## config.mk

```make
export PLATFORM = sky130hd
export DESIGN_NAME = unpk_top
export DESIGN_NICKNAME = d
export VERILOG_FILES = /design/src/rtl/unpk_pkg.sv /design/src/rtl/unpk_step_sel.sv /design/src/rtl/unpk_extract.sv /design/src/rtl/unpk_ctrl.sv /design/src/rtl/unpk_top.sv
export SDC_FILE = /design/constraint.sdc
export NUM_CORES = 1
export LEC_CHECK = 0
export BUFFER_PORTS_ARGS = -buffer_cell sky130_fd_sc_hd__buf_2
export CORE_MARGIN = 4
export CORE_UTILIZATION = 45
export CTS_BUF_LIST = sky130_fd_sc_hd__clkbuf_8 sky130_fd_sc_hd__clkbuf_16
export DETAILED_ROUTE_END_ITERATION = 7
export GPL_ROUTABILITY_DRIVEN = 0
export GPL_TIMING_DRIVEN = 0
export PLACE_DENSITY = 0.65
export SLEW_MARGIN = 20
export SYNTH_ARGS = -nofsm -noshare
export SYNTH_HDL_FRONTEND = slang
export SYNTH_SLANG_ARGS = --single-unit
export TNS_END_PERCENT = 10
```

## constraint.sdc

```tcl
create_clock -name clk -period 9.2 [get_ports clk]
set_clock_uncertainty 0.05 [all_clocks]
set_input_delay 0.92 -clock clk [delete_from_list [all_inputs] [get_ports clk]]
set_output_delay 0.92 -clock clk [all_outputs]
set_load 0.01 [all_outputs]
```

## src/rtl/unpk_pkg.sv

```systemverilog
package unpk_pkg;

    localparam int DESC_W = 10;
    localparam int CFG_W  = 20;

    // Field positions are fixed by the configuration encoding
    typedef struct packed {
        logic [4:0] start;
        logic       msb_first;
        logic [2:0] len_m1;
        logic       stop;
    } step_desc_t;

    typedef enum logic [1:0] {
        ST_IDLE  = 2'd0,
        ST_FETCH = 2'd1,
        ST_EMIT  = 2'd2
    } unpk_state_e;

endpackage

```

## src/rtl/unpk_step_sel.sv

```systemverilog
module unpk_step_sel
    import unpk_pkg::*;
#(
    parameter int N_STEPS = 4,
    parameter int STEP_W  = 2
) (
    input  logic [N_STEPS*DESC_W-1:0] desc_flat,
    input  logic [STEP_W-1:0]         step_idx,
    output step_desc_t                cur_desc,
    output logic                      is_last
);

    step_desc_t tbl [N_STEPS];

    generate
        for (genvar i = 0; i < N_STEPS; i++) begin : g_desc
            assign tbl[i] = step_desc_t'(desc_flat[i*DESC_W +: DESC_W]);
        end
    endgenerate

    assign cur_desc = tbl[step_idx];
    // Final slot closes the word even without an end mark
    assign is_last  = cur_desc.stop || (step_idx == STEP_W'(N_STEPS - 1));

endmodule

```

## src/rtl/unpk_extract.sv

```systemverilog
module unpk_extract
    import unpk_pkg::*;
#(
    parameter int WORD_W = 32,
    parameter int CHAR_W = 8
) (
    input  logic [WORD_W-1:0] word,
    input  step_desc_t        desc,
    output logic [CHAR_W-1:0] chr
);

    localparam int IW = $clog2(WORD_W);

    generate
        for (genvar k = 0; k < CHAR_W; k++) begin : g_bit
            logic [IW:0] up_pos;
            logic [IW:0] dn_pos;
            logic        up_ok;
            logic        dn_ok;
            logic        in_len;

            assign up_pos = (IW+1)'(desc.start) + (IW+1)'(k);
            assign dn_pos = (IW+1)'(desc.start) - (IW+1)'(k);
            assign up_ok  = up_pos < (IW+1)'(WORD_W);
            assign dn_ok  = !dn_pos[IW];
            assign in_len = (k <= int'(desc.len_m1));

            always_comb begin
                if (!in_len)
                    chr[k] = 1'b0;
                else if (desc.msb_first)
                    chr[k] = dn_ok && word[dn_pos[IW-1:0]];
                else
                    chr[k] = up_ok && word[up_pos[IW-1:0]];
            end
        end
    endgenerate

endmodule

```

## src/rtl/unpk_ctrl.sv

```systemverilog
module unpk_ctrl
    import unpk_pkg::*;
#(
    parameter int WORD_W  = 32,
    parameter int N_STEPS = 4,
    parameter int STEP_W  = 2
) (
    input  logic              clk,
    input  logic              rst_n,
    input  logic              cfg_nz,
    input  logic              fifo_empty,
    input  logic [WORD_W-1:0] fifo_data,
    input  logic              step_last,
    input  logic              chr_ready,
    output logic              fifo_pop,
    output logic              chr_valid,
    output logic [WORD_W-1:0] word_q,
    output logic [STEP_W-1:0] step_q
);

    unpk_state_e state_q, state_d;
    logic        accept;

    // State register
    always_ff @(posedge clk or negedge rst_n) begin
        if (!rst_n)
            state_q <= ST_IDLE;
        else
            state_q <= state_d;
    end

    // Next-state and output decode
    always_comb begin
        state_d   = state_q;
        fifo_pop  = 1'b0;
        chr_valid = 1'b0;
        unique case (state_q)
            ST_IDLE: begin
                if (cfg_nz)
                    state_d = ST_FETCH;
            end
            ST_FETCH: begin
                if (!cfg_nz)
                    state_d = ST_IDLE;
                else if (!fifo_empty) begin
                    fifo_pop = 1'b1;
                    state_d  = ST_EMIT;
                end
            end
            ST_EMIT: begin
                if (!cfg_nz)
                    state_d = ST_IDLE;
                else begin
                    chr_valid = 1'b1;
                    if (chr_ready && step_last)
                        state_d = ST_FETCH;
                end
            end
            default: state_d = ST_IDLE;
        endcase
    end

    assign accept = chr_valid && chr_ready;

    // Word holding register and step counter
    always_ff @(posedge clk or negedge rst_n) begin
        if (!rst_n) begin
            word_q <= '0;
            step_q <= '0;
        end else if (fifo_pop) begin
            word_q <= fifo_data;
            step_q <= '0;
        end else if (accept && !step_last) begin
            step_q <= step_q + STEP_W'(1);
        end
    end


    step_hold_chk: assert property (@(posedge clk) disable iff (!rst_n)
        (state_q == ST_EMIT && !accept) |=> $stable(step_q));


    gap_after_last_chk: assert property (@(posedge clk) disable iff (!rst_n)
        (accept && step_last) |=> !chr_valid);


    refetch_after_last_chk: assert property (@(posedge clk) disable iff (!rst_n)
        (accept && step_last && cfg_nz) |=> (state_q == ST_FETCH));

endmodule

```

## src/rtl/unpk_top.sv

```systemverilog
module unpk_top
    import unpk_pkg::*;
#(
    parameter int WORD_W  = 32,
    parameter int CHAR_W  = 8,
    parameter int N_STEPS = 4
) (
    input  logic              clk,
    input  logic              rst_n,
    input  logic [CFG_W-1:0]  cfg_lo,
    input  logic [CFG_W-1:0]  cfg_hi,
    input  logic              fifo_empty,
    input  logic [WORD_W-1:0] fifo_data,
    output logic              fifo_pop,
    output logic              chr_valid,
    input  logic              chr_ready,
    output logic [CHAR_W-1:0] chr_data
);

    localparam int STEP_W = $clog2(N_STEPS);
    localparam int FLAT_W = N_STEPS * DESC_W;

    logic [FLAT_W-1:0] desc_flat;
    logic              cfg_nz;
    logic              step_last;
    logic [WORD_W-1:0] word_q;
    logic [STEP_W-1:0] step_q;
    step_desc_t        cur_desc;

    assign desc_flat = FLAT_W'({cfg_hi, cfg_lo});
    assign cfg_nz    = |desc_flat;

    unpk_step_sel #(
        .N_STEPS (N_STEPS),
        .STEP_W  (STEP_W)
    ) u_sel (
        .desc_flat (desc_flat),
        .step_idx  (step_q),
        .cur_desc  (cur_desc),
        .is_last   (step_last)
    );

    unpk_ctrl #(
        .WORD_W  (WORD_W),
        .N_STEPS (N_STEPS),
        .STEP_W  (STEP_W)
    ) u_ctrl (
        .clk        (clk),
        .rst_n      (rst_n),
        .cfg_nz     (cfg_nz),
        .fifo_empty (fifo_empty),
        .fifo_data  (fifo_data),
        .step_last  (step_last),
        .chr_ready  (chr_ready),
        .fifo_pop   (fifo_pop),
        .chr_valid  (chr_valid),
        .word_q     (word_q),
        .step_q     (step_q)
    );

    unpk_extract #(
        .WORD_W (WORD_W),
        .CHAR_W (CHAR_W)
    ) u_ext (
        .word (word_q),
        .desc (cur_desc),
        .chr  (chr_data)
    );


    zero_cfg_quiet_chk: assert property (@(posedge clk) disable iff (!rst_n)
        (cfg_lo == '0 && cfg_hi == '0) |-> (!fifo_pop && !chr_valid));


    stall_hold_chk: assert property (@(posedge clk) disable iff (!rst_n)
        (chr_valid && !chr_ready) |=>
            (!$stable(desc_flat) || (chr_valid && $stable(chr_data))));


    pop_then_valid_chk: assert property (@(posedge clk) disable iff (!rst_n)
        fifo_pop |=> (chr_valid || !cfg_nz));


    pop_nonempty_chk: assert property (@(posedge clk) disable iff (!rst_n)
        fifo_pop |-> !fifo_empty);

endmodule

```

Yosys cells after proc, flatten, opt, wreduce, memory -nomap -nowiden
Cells that the tools add are included.
{"block": "word_totals", "regBits": 36, "latch_bits": 0, "ramBits": 0, "rom_bits": 0, "out_inout_bits": 10, "elab_cells": 148, "mem_count": 0}
{"block": "op_classes", "addsub": 15, "n_mul": 0, "n_div": 0, "order_cmp": 31, "eq_ne": 6, "shifts": 0, "n_mux": 61, "bitwise_logic": 1, "reduce_logical": 31}
{"cell": "$lt 5x6->1 const B", "n": 16}
{"cell": "$bmux 1 s5", "n": 15}
{"cell": "$lt 6x6->1 const B", "n": 7}
{"cell": "$reduce_or 40->1", "n": 1}
{"cell": "$mux 1", "n": 35}
{"cell": "$add 5x3->6 const B", "n": 4}
{"cell": "$sub 5x3->6 const B", "n": 4}
{"cell": "$bmux 10 s2", "n": 1}
{"cell": "$mux 10", "n": 2}
{"cell": "$logic_and 1x1->1", "n": 18}
{"cell": "$mux 2", "n": 7}
{"cell": "$add 5x2->6 const B", "n": 2}
{"cell": "$le 3x3->1 const A", "n": 4}
{"cell": "$sub 5x2->6 const B", "n": 2}
{"cell": "$logic_not 1->1", "n": 8}
{"cell": "$add 5x1->6 const B", "n": 1}
{"cell": "$le 2x3->1 const A", "n": 2}
{"cell": "$ne 3x3->1 const B", "n": 2}
{"cell": "$pmux 2 s3", "n": 1}
{"cell": "$sub 5x1->6 const B", "n": 1}
{"cell": "$eq 2x2->1 const B", "n": 2}
{"cell": "$ge 3x3->1 const B", "n": 1}
{"cell": "$le 1x3->1 const A", "n": 1}
{"cell": "$not 2->3", "n": 1}
{"cell": "7 further kinds", "n": 7}

Longest topological paths before layout
Gate-level depths: netlist (run 1).
{"block": "logic_depth", "word_depth": 10, "ltp_mapped": 14, "ltp_nobuf": 10}

Hierarchy
Synthesis (run 1) repeated with hierarchy kept, for this count alone.
{"block": "hier_totals", "cells_unflattened": 371, "hier_area_um2": 4754.6}
{"module": "unpk_extract", "instances": 1, "cells_each": 253, "area_each_um2": 2869.0, "seq_area_each_um2": 0.0}
{"module": "unpk_ctrl", "instances": 1, "cells_each": 88, "area_each_um2": 1527.7, "seq_area_each_um2": 900.9}
{"module": "unpk_step_sel", "instances": 1, "cells_each": 16, "area_each_um2": 266.5, "seq_area_each_um2": 0.0}
{"module": "unpk_top", "instances": 1, "cells_each": 14, "area_each_um2": 91.3, "seq_area_each_um2": 0.0}

Worst setup path before layout (run 1)
No wires, ideal clock.
{"block": "synth_path", "path_kind": "input to output", "startpoint": "input port cfg_hi[15]", "endpoint": "output port chr_data[3]", "arrival_ns": 3.977, "required_ns": 8.230, "slack_ns": 4.253, "path_stages": 13, "path_buffers": 5, "cell_sequence": "mux4_2 buf_12 buf_6 clkbuf_1 inv_1 ha_1 buf_4 buf_8 mux2i_1 mux2i_1 mux4_2 or4_1 o221ai_2"}
{"block": "synth_between", "elab_chain_cells": 9}
{"element": "start: declaration", "line_no": "unpk_top.sv:11", "source": "input logic [CFG_W-1:0] cfg_hi,"}
{"element": "$bmux 10 s2 *", "line_no": "unpk_step_sel.sv:21", "source": "assign cur_desc = tbl[step_idx];"}
{"element": "$mux 10 (not written as such) * (2 in a row)", "line_no": "unpk_step_sel.sv:21"}
{"element": "$add 5x2->6 / $sub 5x2->6 (equally long branches)", "line_no": "unpk_extract.sv:22, unpk_extract.sv:23"}
{"element": "$bmux 1 s5 (on tied branches)", "line_no": "unpk_extract.sv:34, unpk_extract.sv:32"}
{"element": "$mux 1 (on tied branches)", "line_no": "unpk_extract.sv:34, unpk_extract.sv:32"}
{"element": "$logic_and 1x1->1 (on tied branches)", "line_no": "unpk_extract.sv:34, unpk_extract.sv:32"}
{"element": "$mux 1 *", "line_no": "unpk_extract.sv:31", "source": "else if (desc.msb_first)"}
{"element": "$mux 1 *", "line_no": "unpk_extract.sv:29", "source": "if (!in_len)"}
{"element": "end: declaration", "line_no": "unpk_top.sv:17", "source": "output logic [CHAR_W-1:0] chr_data"}
Every way passes the cells marked *; elsewhere a longest branch is shown, timed or not. The select of a mux whose other input is x is not followed.

Final worst setup path (run 1)
{"block": "layout_path", "startpoint": "input port cfg_lo[15]", "endpoint": "output port chr_data[3]"}
{"block": "layout_between", "elab_chain_cells": 9}
{"element": "start: declaration", "line_no": "unpk_top.sv:10", "source": "input logic [CFG_W-1:0] cfg_lo,"}
{"element": "$bmux 10 s2 *", "line_no": "unpk_step_sel.sv:21"}
{"element": "$mux 10 (not written as such) * (2 in a row)", "line_no": "unpk_step_sel.sv:21"}
{"element": "$add 5x2->6 / $sub 5x2->6 (equally long branches)", "line_no": "unpk_extract.sv:22, unpk_extract.sv:23"}
{"element": "$bmux 1 s5 (on tied branches)", "line_no": "unpk_extract.sv:34, unpk_extract.sv:32"}
{"element": "$mux 1 (on tied branches)", "line_no": "unpk_extract.sv:34, unpk_extract.sv:32"}
{"element": "$logic_and 1x1->1 (on tied branches)", "line_no": "unpk_extract.sv:34, unpk_extract.sv:32"}
{"element": "$mux 1 *", "line_no": "unpk_extract.sv:31"}
{"element": "$mux 1 *", "line_no": "unpk_extract.sv:29"}
Marks and branches as above.

==> impl_metrics.json, run 1 <==
{
  "synth_area_um2": 4550,
  "dp_slack_ps": 3480,
  "area_growth_pct": 15.1,
  "regArea_um2": 901,
  "io_pins": 86,
  "cts.hold.buffers_added": 0,
  "start_util": 0.463,
  "io_buffers": 85,
  "timing.slew.headroom": 0.445,
  "synth_top_area_frac": 0.198,
  "ys_seq_area_frac": 0.198,
  "ys_top_cells_by_area": "dfrtp_1 (20%), mux4_2 (17%), mux2i_1 (17%), nand2_1 (9.9%), mux4_1 (4.6%)",
  "fmax_mhz": 172,
  "yosys_warnings": 0,
  "crit_arrival_ps": 4840,
  "ir_worst_vdd_uv": 207,
  "path_class": "primary input to output pin",
  "ys_async_sr_fraction": 1.00,
  "drtAntennaViolNets": 0,
  "synth_edf_count": 0,
  "insertion_delay_ps": 280,
  "synth_nets": 559,
  "diodes": 0,
  "worstRegToRegCells": 6,
  "viasPerCell": 5.90,
  "grt_pass1_vias": 4176,
  "hold-path-cell-count": 2,
  "reg2reg_from": "u_ctrl.step_q[1]",
  "maxCapViolCount": 0,
  "min-delay-start": "u_ctrl.word_q[4]",
  "clk_path_buf_depth": 2,
  "vias": 4088,
  "tritoncts": "done",
  "hp-class": "flip-flop to flip-flop",
  "end_kind": "output pin",
  "wl_mm": 13.3,
  "core_um2": 9820,
  "tns_ps": 0,
  "worst_slew_pin_slew_ps": 832,
  "wl_per_cell_um": 19.2,
  "syn_inst": 468,
  "ys_types": 57,
  "die_w_um": 109,
  "first_iter_violations": 297,
  "grt_max_degree": 37,
  "h-tree-depth": 2,
  "cts_root_buf": "clkbuf_8",
  "setup_viol": 0,
  "outcome": "complete, no violations",
  "rows": 36,
  "drive_above_1_share": 0.273,
  "cts-resized-gates": 0,
  "grt_usage": 0.232,
  "antenna_found_initial": 0,
  "leakage_uw": 0.00245,
  "synth_area_leader_cell": "dfrtp_1",
  "fin_crit_ps": 5810,
  "fillCellCount": 960,
  "start_kind": "primary input",
  "finalHoldViolCount": 0,
  "synth-seq-cells": 36,
  "powerDensity_nw_per_um2": 404,
  "r2r_setup_slack_ps": 7260,
  "worstPathMaxFanout": 10,
  "die_h_um": 109,
  "drc_errors": 0,
  "cts_buffers": 5,
  "grt_pass1_wl_mm": 21.6,
  "post-route-period-util": 0.631,
  "rr_endpoint": "u_ctrl.state_q[0]",
  "design.die.area_um2": 11800,
  "hold_end": "u_ctrl.word_q[4]",
  "grt_overflow_total": 0,
  "fin_nets": 651,
  "maxSlewViolCount": 0,
  "firstDrtPassIters": 4,
  "multi_input_area_um2": 3370,
  "setup_ws_ps": 3390,
  "rsz0062_at_grt": "no",
  "syn_avg_cell_area_um2": 9.72,
  "post_cts_buffers": 0,
  "synthFlopType": "dfrtp_1",
  "clkSinkCount": 36,
  "cp_data_required_time_ps": 8230,
  "dp_hpwl_mm": 10.7,
  "cts.reportedPaths.clkPinSlew_ps": 60
}
layout by cell type, fill, tap and decap left out, types with 2 or more instances in the layout:
| cell | netlist | layout |
|---|---|---|
| a21boi_0 | 2 | 2 |
| a21oi_1 | 11 | 11 |
| a21oi_2 | 2 | 2 |
| a22oi_1 | 3 | 3 |
| a2bb2oi_1 | 3 | 3 |
| a31oi_1 | 3 | 3 |
| a32oi_1 | 2 | 2 |
| and2_1 | 2 | 2 |
| buf_1 | 2 | 2 |
| buf_12 | 2 | 2 |
| buf_2 | 0 | 85 |
| buf_4 | 3 | 3 |
| buf_6 | 9 | 9 |
| buf_8 | 2 | 2 |
| clkbuf_1 | 10 | 10 |
| clkbuf_8 | 1 | 8 |
| dfrtp_1 | 36 | 36 |
| ha_1 | 15 | 15 |
| inv_1 | 6 | 6 |
| mux2i_1 | 76 | 76 |
| mux4_1 | 8 | 8 |
| mux4_2 | 34 | 34 |
| nand2_1 | 120 | 120 |
| nand2b_1 | 5 | 5 |
| nand3_1 | 17 | 17 |
| nand4_1 | 3 | 3 |
| nor2_1 | 17 | 17 |
| nor2b_1 | 4 | 4 |
| nor3_1 | 3 | 3 |
| nor4_1 | 10 | 10 |
| o211ai_1 | 3 | 3 |
| o21a_1 | 2 | 2 |
| o21ai_0 | 3 | 3 |
| o21ai_1 | 2 | 2 |
| o22ai_1 | 4 | 4 |
| or3_1 | 2 | 2 |
| xnor2_1 | 12 | 12 |
| xnor2_4 | 2 | 2 |
| xor2_1 | 8 | 8 |
final cells by class:
class                      count  share of cell area
sequential                    36               0.172
tap                          133              0.0318
multi-input combinational    396               0.643
clock buffer                   7              0.0184
inverter                       7             0.00502
timing repair buffer          85              0.0813
buffer                        29              0.0483
metal layers:
metal,share of wire,GRT usage,wire [um],up-vias
met5,0,0,0,-
met4,0.018,0.0703,234,0
li1,-,-,-,1929
met1,0.44,0.311,5840,2001
met3,0.057,0.0316,761,18
met2,0.49,0.392,6460,140
Yosys cell counts, drive strengths merged, types with 6 or more instances:
cell type,n
dfrtp,36
nand2,120
nand3,17
ha,15
mux4,42
a21oi,13
xor2,9
buf,18
xnor2,14
inv,6
nor4,10
mux2i,76
clkbuf,11
nor2,17
sequential cells by signal (all words and copies together), names as in the netlist:
| name | flops |
|---|---|
| u_ctrl.state_q | 2 |
| u_ctrl.step_q | 2 |
| u_ctrl.word_q | 32 |
through the flow:
stage / cells / total power [uW] / area [um^2] / hold WS, ps / util
final: 693 / 2110 / 5240 / 519 / 0.533
after global placement: 686 / 1930 / 5140 / 484 / 0.523
after detailed placement: 686 / 1970 / 5140 / 492 / 0.523
after global routing: 693 / 2260 / 5240 / 553 / 0.533
after CTS: 693 / 2090 / 5240 / 517 / 0.533
after floorplan: 468 / 1580 / 4550 / 443 / -
worst max-delay path, stage by stage:
cell      delay, ps
buf_2           100
mux4_2          360
buf_12          180
buf_6           180
clkbuf_1        380
inv_1           280
ha_1            360
buf_4           170
buf_8           170
mux2i_1         430
mux2i_1         150
mux4_2          460
or4_1           430
o221ai_2         80
buf_2           160
where the power goes:
| part | internal (uW) | leakage, uW | switching, uW |
|---|---|---|---|
| clock network | 66.6 | 0.0000503 | 50.6 |
| registers | 233 | 0.000449 | 116 |
| logic | 787 | 0.00196 | 859 |
| total | 1090 | 0.00245 | 1030 |
how the worst max path moves through the flow:
| stage | from | end | slack [ps] |
|---|---|---|---|
| floorplan | cfg_hi[15] | chr_data[3] | 4250 |
| global placement | cfg_hi[15] | chr_data[3] | 3500 |
| detailed placement | cfg_hi[15] | chr_data[3] | 3480 |
| CTS | cfg_hi[15] | chr_data[3] | 3470 |
| global route | cfg_lo[15] | chr_data[3] | 3180 |
| finish | cfg_lo[15] | chr_data[3] | 3390 |
cell families after synthesis:
group / Yosys count / synth area share
AND/OR/NAND/NOR: 187 / 0.177
multiplexers: 119 / 0.384
AO/OA/AOI/OAI: 52 / 0.0834
buffers and inverters: 36 / 0.0614
flip-flops: 36 / 0.198
XOR/XNOR: 23 / 0.0542
adder cells (fa/ha/maj): 15 / 0.0413
(Power assumes the default switching activity.)
==> run 2: changes to the inputs <==
--- a/config.mk
+++ b/config.mk
@@ -5,6 +5,7 @@
 export SDC_FILE = /design/constraint.sdc
 export NUM_CORES = 1
 export LEC_CHECK = 0
+export ABC_AREA = 1
 export BUFFER_PORTS_ARGS = -buffer_cell sky130_fd_sc_hd__buf_2
 export CORE_MARGIN = 4
 export CORE_UTILIZATION = 45
@@ -12,7 +13,7 @@
 export DETAILED_ROUTE_END_ITERATION = 7
 export GPL_ROUTABILITY_DRIVEN = 0
 export GPL_TIMING_DRIVEN = 0
-export PLACE_DENSITY = 0.65
+export PLACE_DENSITY = 0.68
 export SLEW_MARGIN = 20
 export SYNTH_ARGS = -nofsm -noshare
 export SYNTH_HDL_FRONTEND = slang
==> constraint.sdc (replaced) <==
create_clock -name clk -period 5.2 [get_ports clk]
set_clock_uncertainty 0.05 [all_clocks]
set_input_delay 0.52 -clock clk [delete_from_list [all_inputs] [get_ports clk]]
set_output_delay 0.52 -clock clk [all_outputs]
set_load 0.01 [all_outputs]
==> impl_metrics.json, run 2 <==
{
  "outcome": "complete, no violations",
  "grt_max_degree": 37,
  "yosysMostFrequentCell": "nand3_1",
  "ys_top_cells_by_area": "nand3_1 (28%), dfrtp_1 (20%), nand2_1 (17%), inv_1 (5.5%), ha_1 (4.1%)",
  "viasPerCell": 5.72,
  "dp_hpwl_mm": 12.7,
  "synth_commonest_cells": "nand3_1 (255), nand2_1 (204), inv_1 (66)",
  "firstDrtPassIters": 6,
  "vias": 5634,
  "rsz0062_at_grt": "no",
  "clk_path_buf_depth": 2,
  "syn_inst": 759,
  "drtAntennaViolNets": 0,
  "largest_reg_flops": 32,
  "h-tree-depth": 2,
  "cp_slowest_cell": "clkbuf_1",
  "yosys_warnings": 0,
  "crit_family": "buffers and inverters",
  "r2r_setup_slack_ps": 3230,
  "diodes": 0,
  "setup_ws_ps": 987,
  "utilization": 0.535,
  "timing.slew.headroom": 0.466,
  "clkSinkCount": 36,
  "end_kind": "output pin",
  "start_util": 0.463,
  "setup_viol": 0,
  "fin_crit_ps": 4210,
  "maxSlewViolCount": 0,
  "maxCapViolCount": 0,
  "layout_commonest_cell": "nand3_1",
  "cts-resized-gates": 0,
  "cts_buffers": 5,
  "ys_types": 36,
  "antenna_found_initial": 0,
  "ys_seq_area_frac": 0.199,
  "io_pins": 86,
  "cts.reportedPaths.clkPinSlew_ps": 80,
  "multi_input_area_um2": 3100,
  "wl_per_cell_um": 16.0,
  "synth_area_um2": 4530,
  "top_regs": "u_ctrl.word_q: 32 flops, u_ctrl.state_q: 2 flops, u_ctrl.step_q: 2 flops",
  "syn_avg_cell_area_um2": 5.96,
  "regArea_um2": 901,
  "worst_slew_pin_slew_ps": 801,
  "hp-class": "primary input to asynchronous set/reset pin",
  "synth_area_leader_cell": "nand3_1",
  "start_kind": "flip-flop",
  "place_inst": 977,
  "synthFlopType": "dfrtp_1",
  "dp_slack_ps": 1400,
  "grt_pass1_vias": 5165,
  "first_iter_violations": 734,
  "path_buf_inv": 9,
  "grt_pass1_wl_mm": 24.9,
  "synth-seq-cells": 36,
  "cts.hold.buffers_added": 0,
  "core_um2": 9770,
  "area_growth_pct": 15.5,
  "ys_async_sr_fraction": 1.00,
  "io_buffers": 85,
  "path_class": "flip-flop to output pin",
  "die_h_um": 108,
  "worstPathCellList": "buf_6 -> inv_2 -> buf_6 -> nand3_2 -> nand2_2 -> buf_6 -> buf_6 -> ha_1 -> buf_2 -> clkinv_1 -> clkbuf_1 -> nand3_1 -> nand3_1 -> nand3_1 -> nand3_1 -> nand3_1 -> a21oi_1 -> buf_2",
  "die_w_um": 108,
  "insertion_delay_ps": 290,
  "post-route-period-util": 0.810,
  "finalHoldViolCount": 0,
  "cp_data_required_time_ps": 4630,
  "crit_arrival_ps": 3640,
  "rows": 36,
  "synth_top_area_frac": 0.282,
  "wl_mm": 15.7,
  "fillCellCount": 1035,
  "fmax_mhz": 237,
  "final_cell_count_no_fill": 985,
  "slowest_delay_ps": 420,
  "drive_above_1_share": 0.177,
  "regMostFlops": "u_ctrl.word_q",
  "synth_edf_count": 0,
  "design.die.area_um2": 11700,
  "tns_ps": 0,
  "grt_usage": 0.267,
  "fin_nets": 942,
  "cp_common_cell": "nand3_1",
  "cts_root_buf": "clkbuf_8",
  "worstPathMaxFanout": 14,
  "mostFrequentLayoutCells": "nand3_1 (255), nand2_1 (204), buf_2 (97)",
  "synth_nets": 850,
  "grt_overflow_total": 0,
  "drc_errors": 0,
  "tritoncts": "done",
  "post_cts_buffers": 0
}
## run 2: cell count changes after synthesis, sizes merged, moves of 10 or more
cell	change
buf	+10
inv	+69
mux2i	-76
mux4	-42
nand2	+92
nand3	+243
nor2	+10
o21ai	+29
xnor2	-11
## run 2: layout make-up
type                            count  share of cell area
Clock buffer                        5              0.0132
Clock inverter                      3             0.00742
Tap cell                          133              0.0318
Inverter                           76              0.0556
Sequential cell                    36               0.172
Timing Repair Buffer               85              0.0814
Buffer                             35              0.0445
Multi-Input combinational cell    612               0.594
## run 2: routing by layer
metal | up-vias | GRT usage | share of wire | wire length, um
met1 | 2537 | 0.354 | 0.42 | 6530
met2 | 323 | 0.450 | 0.45 | 7150
met3 | 49 | 0.0233 | 0.088 | 1390
li1 | 2725 | - | - | -
met5 | - | 0 | 0 | 0
met4 | 0 | 0.106 | 0.041 | 646
## run 2: kinds of logic (layout without fill, tap and decap cells)
kind of cell / after synthesis / count (layout) / share of synthesized area
compound gates: 64 / 64 / 0.0802
xor+xnor: 17 / 17 / 0.0362
fa+ha+maj: 15 / 15 / 0.0415
buf+inv: 111 / 204 / 0.116
flops: 36 / 36 / 0.199
simple gates: 516 / 516 / 0.528
## run 2: through the flow
stage               hold WS, ps  cell area [um^2]
finish                      263              5230
floorplan                   174              4530
CTS                         284              5230
global placement            439              5120
global route                329              5230
detailed placement          449              5120
## run 2: final timing paths
kind / from / endpoint / cells past startpoint
setup / recovery: u_ctrl.step_q[1] / chr_data[5] / 18
hold / removal: rst_n / u_ctrl.word_q[1] / 1
setup reg to reg: u_ctrl.state_q[1] / u_ctrl.word_q[19] / 7
hold reg to reg: u_ctrl.word_q[28] / u_ctrl.word_q[28] / 2
max in group asynchronous: rst_n / u_ctrl.word_q[30] / 1
min in group clk: fifo_data[26] / u_ctrl.word_q[26] / 3
Power of run 2 is left out: the tool's default activity adds up to more than one toggle a clock period on the data nets, which glitch-free logic cannot reach.
==> run 3: changes to the inputs <==
--- a/config.mk
+++ b/config.mk
@@ -13,7 +13,7 @@
 export DETAILED_ROUTE_END_ITERATION = 7
 export GPL_ROUTABILITY_DRIVEN = 0
 export GPL_TIMING_DRIVEN = 0
-export PLACE_DENSITY = 0.68
+export PLACE_DENSITY = 0.65
 export SLEW_MARGIN = 20
 export SYNTH_ARGS = -nofsm -noshare
 export SYNTH_HDL_FRONTEND = slang
==> constraint.sdc (replaced) <==
create_clock -name clk -period 4.1 [get_ports clk]
set_clock_uncertainty 0.05 [all_clocks]
set_input_delay 0.41 -clock clk [delete_from_list [all_inputs] [get_ports clk]]
set_output_delay 0.41 -clock clk [all_outputs]
set_load 0.01 [all_outputs]
==> impl_metrics.json, run 3 (same netlist as run 2, synthesis figures left out) <==
{
  "fin_nets": 943,
  "clkSinkCount": 36,
  "clk_path_buf_depth": 2,
  "die_w_um": 108,
  "start_kind": "flip-flop",
  "grt_pass1_wl_mm": 25.9,
  "grt_max_degree": 37,
  "tns_ps": 0,
  "outcome": "complete, no violations",
  "cts_buffers": 5,
  "drtAntennaViolNets": 0,
  "maxSlewViolCount": 0,
  "dp_hpwl_mm": 13.0,
  "fin_crit_ps": 3830,
  "rows": 36,
  "worstPathMaxFanout": 14,
  "maxCapViolCount": 0,
  "crit_arrival_ps": 3370,
  "timing.slew.headroom": 0.484,
  "wl_per_cell_um": 16.2,
  "area_growth_pct": 15.7,
  "fmax_mhz": 261,
  "worst_slew_pin_slew_ps": 774,
  "grt_usage": 0.278,
  "diodes": 0,
  "start_util": 0.463,
  "cts.hold.buffers_added": 0,
  "drc_errors": 0,
  "layout_commonest_cell": "nand3_1",
  "place_inst": 977,
  "cts_root_buf": "clkbuf_8",
  "path_class": "flip-flop to output pin",
  "top_regs": "u_ctrl.word_q: 32 flops, u_ctrl.state_q: 2 flops, u_ctrl.step_q: 2 flops",
  "cts.reportedPaths.clkPinSlew_ps": 70,
  "design.die.area_um2": 11700,
  "cp_data_required_time_ps": 3640,
  "finalHoldViolCount": 0,
  "drive_above_1_share": 0.181,
  "viasPerCell": 5.74,
  "hp-class": "primary input to asynchronous set/reset pin",
  "regMostFlops": "u_ctrl.word_q",
  "io_pins": 86,
  "grt_pass1_vias": 5355,
  "insertion_delay_ps": 280,
  "post-route-period-util": 0.935,
  "setup_viol": 0,
  "h-tree-depth": 2,
  "tritoncts": "done",
  "antenna_found_initial": 0,
  "final_cell_count_no_fill": 986,
  "mostFrequentLayoutCells": "nand3_1 (255), nand2_1 (204), buf_2 (97)",
  "fillCellCount": 1042,
  "end_kind": "output pin",
  "die_h_um": 108,
  "largest_reg_flops": 32,
  "holdWs_ps": 147,
  "wl_mm": 16.0,
  "firstDrtPassIters": 8,
  "core_um2": 9770,
  "vias": 5663,
  "io_buffers": 85,
  "first_iter_violations": 842,
  "rsz0062_at_grt": "no",
  "grt_overflow_total": 0
}
[run 3: repair_timing]
action	in CTS	in global routing
buffers inserted	0	1
resized for setup	0	3
endpoints found under the setup margin	0	4
[run 3: worst paths after layout]
check | from | endpoint | slack [ps] | cells after the start
worst max-delay path | u_ctrl.step_q[1] | chr_data[7] | 270 | 17
worst min-delay path | rst_n | u_ctrl.word_q[17] | 150 | 1
worst max register to register | u_ctrl.state_q[1] | u_ctrl.word_q[29] | 2210 | 7
worst min register to register | u_ctrl.word_q[30] | u_ctrl.word_q[30] | 470 | 2
max in group asynchronous | rst_n | u_ctrl.word_q[28] | 3360 | 1
min in group clk | fifo_data[26] | u_ctrl.word_q[26] | 280 | 3
[run 3: routing by layer]
metal  track usage  part of all wire  wire [um]  vias to the layer above
met5             0                 0          0                        -
met4        0.0938             0.036        571                        0
met3        0.0388              0.11       1730                       50
met2         0.467              0.45       7190                      338
met1         0.367              0.41       6510                     2547
li1              -                 -          -                     2728
[run 3: layout make-up]
type	count	area, um^2	share of cell area
repair buffers	86	433	0.0827
flip-flops and latches	36	901	0.172
plain buffers	35	234	0.0447
inverters	76	294	0.0561
clock buffers	5	68.8	0.0131
well taps	133	166	0.0318
multi-input cells	612	3100	0.592
clock inverters	3	38.8	0.00741
[run 3: metrics by stage]
| stage | util | instance area [um^2] | setup slack [ps] |
|---|---|---|---|
| after CTS | 0.535 | 5230 | 106 |
| after detailed placement | 0.524 | 5120 | 429 |
| final | 0.536 | 5240 | 267 |
| after global routing | 0.536 | 5240 | 28.6 |
| after floorplan | - | 4530 | 1060 |
| after global placement | 0.524 | 5120 | 439 |
[run 3: worst max-delay path, stage by stage, from the launching register on]
cell      delay (ps)
dfrtp_1          370
buf_6            150
inv_2             70
buf_6            140
nand3_2           70
nand2_2           80
buf_6            150
buf_6            160
ha_1             280
buf_2            240
buf_1            380
nand3_1          220
nand3_1          190
nand3_1           90
nand3b_1          90
nand3_1           60
a21oi_1          160
buf_2            150
Power of run 3 is left out for the same reason.
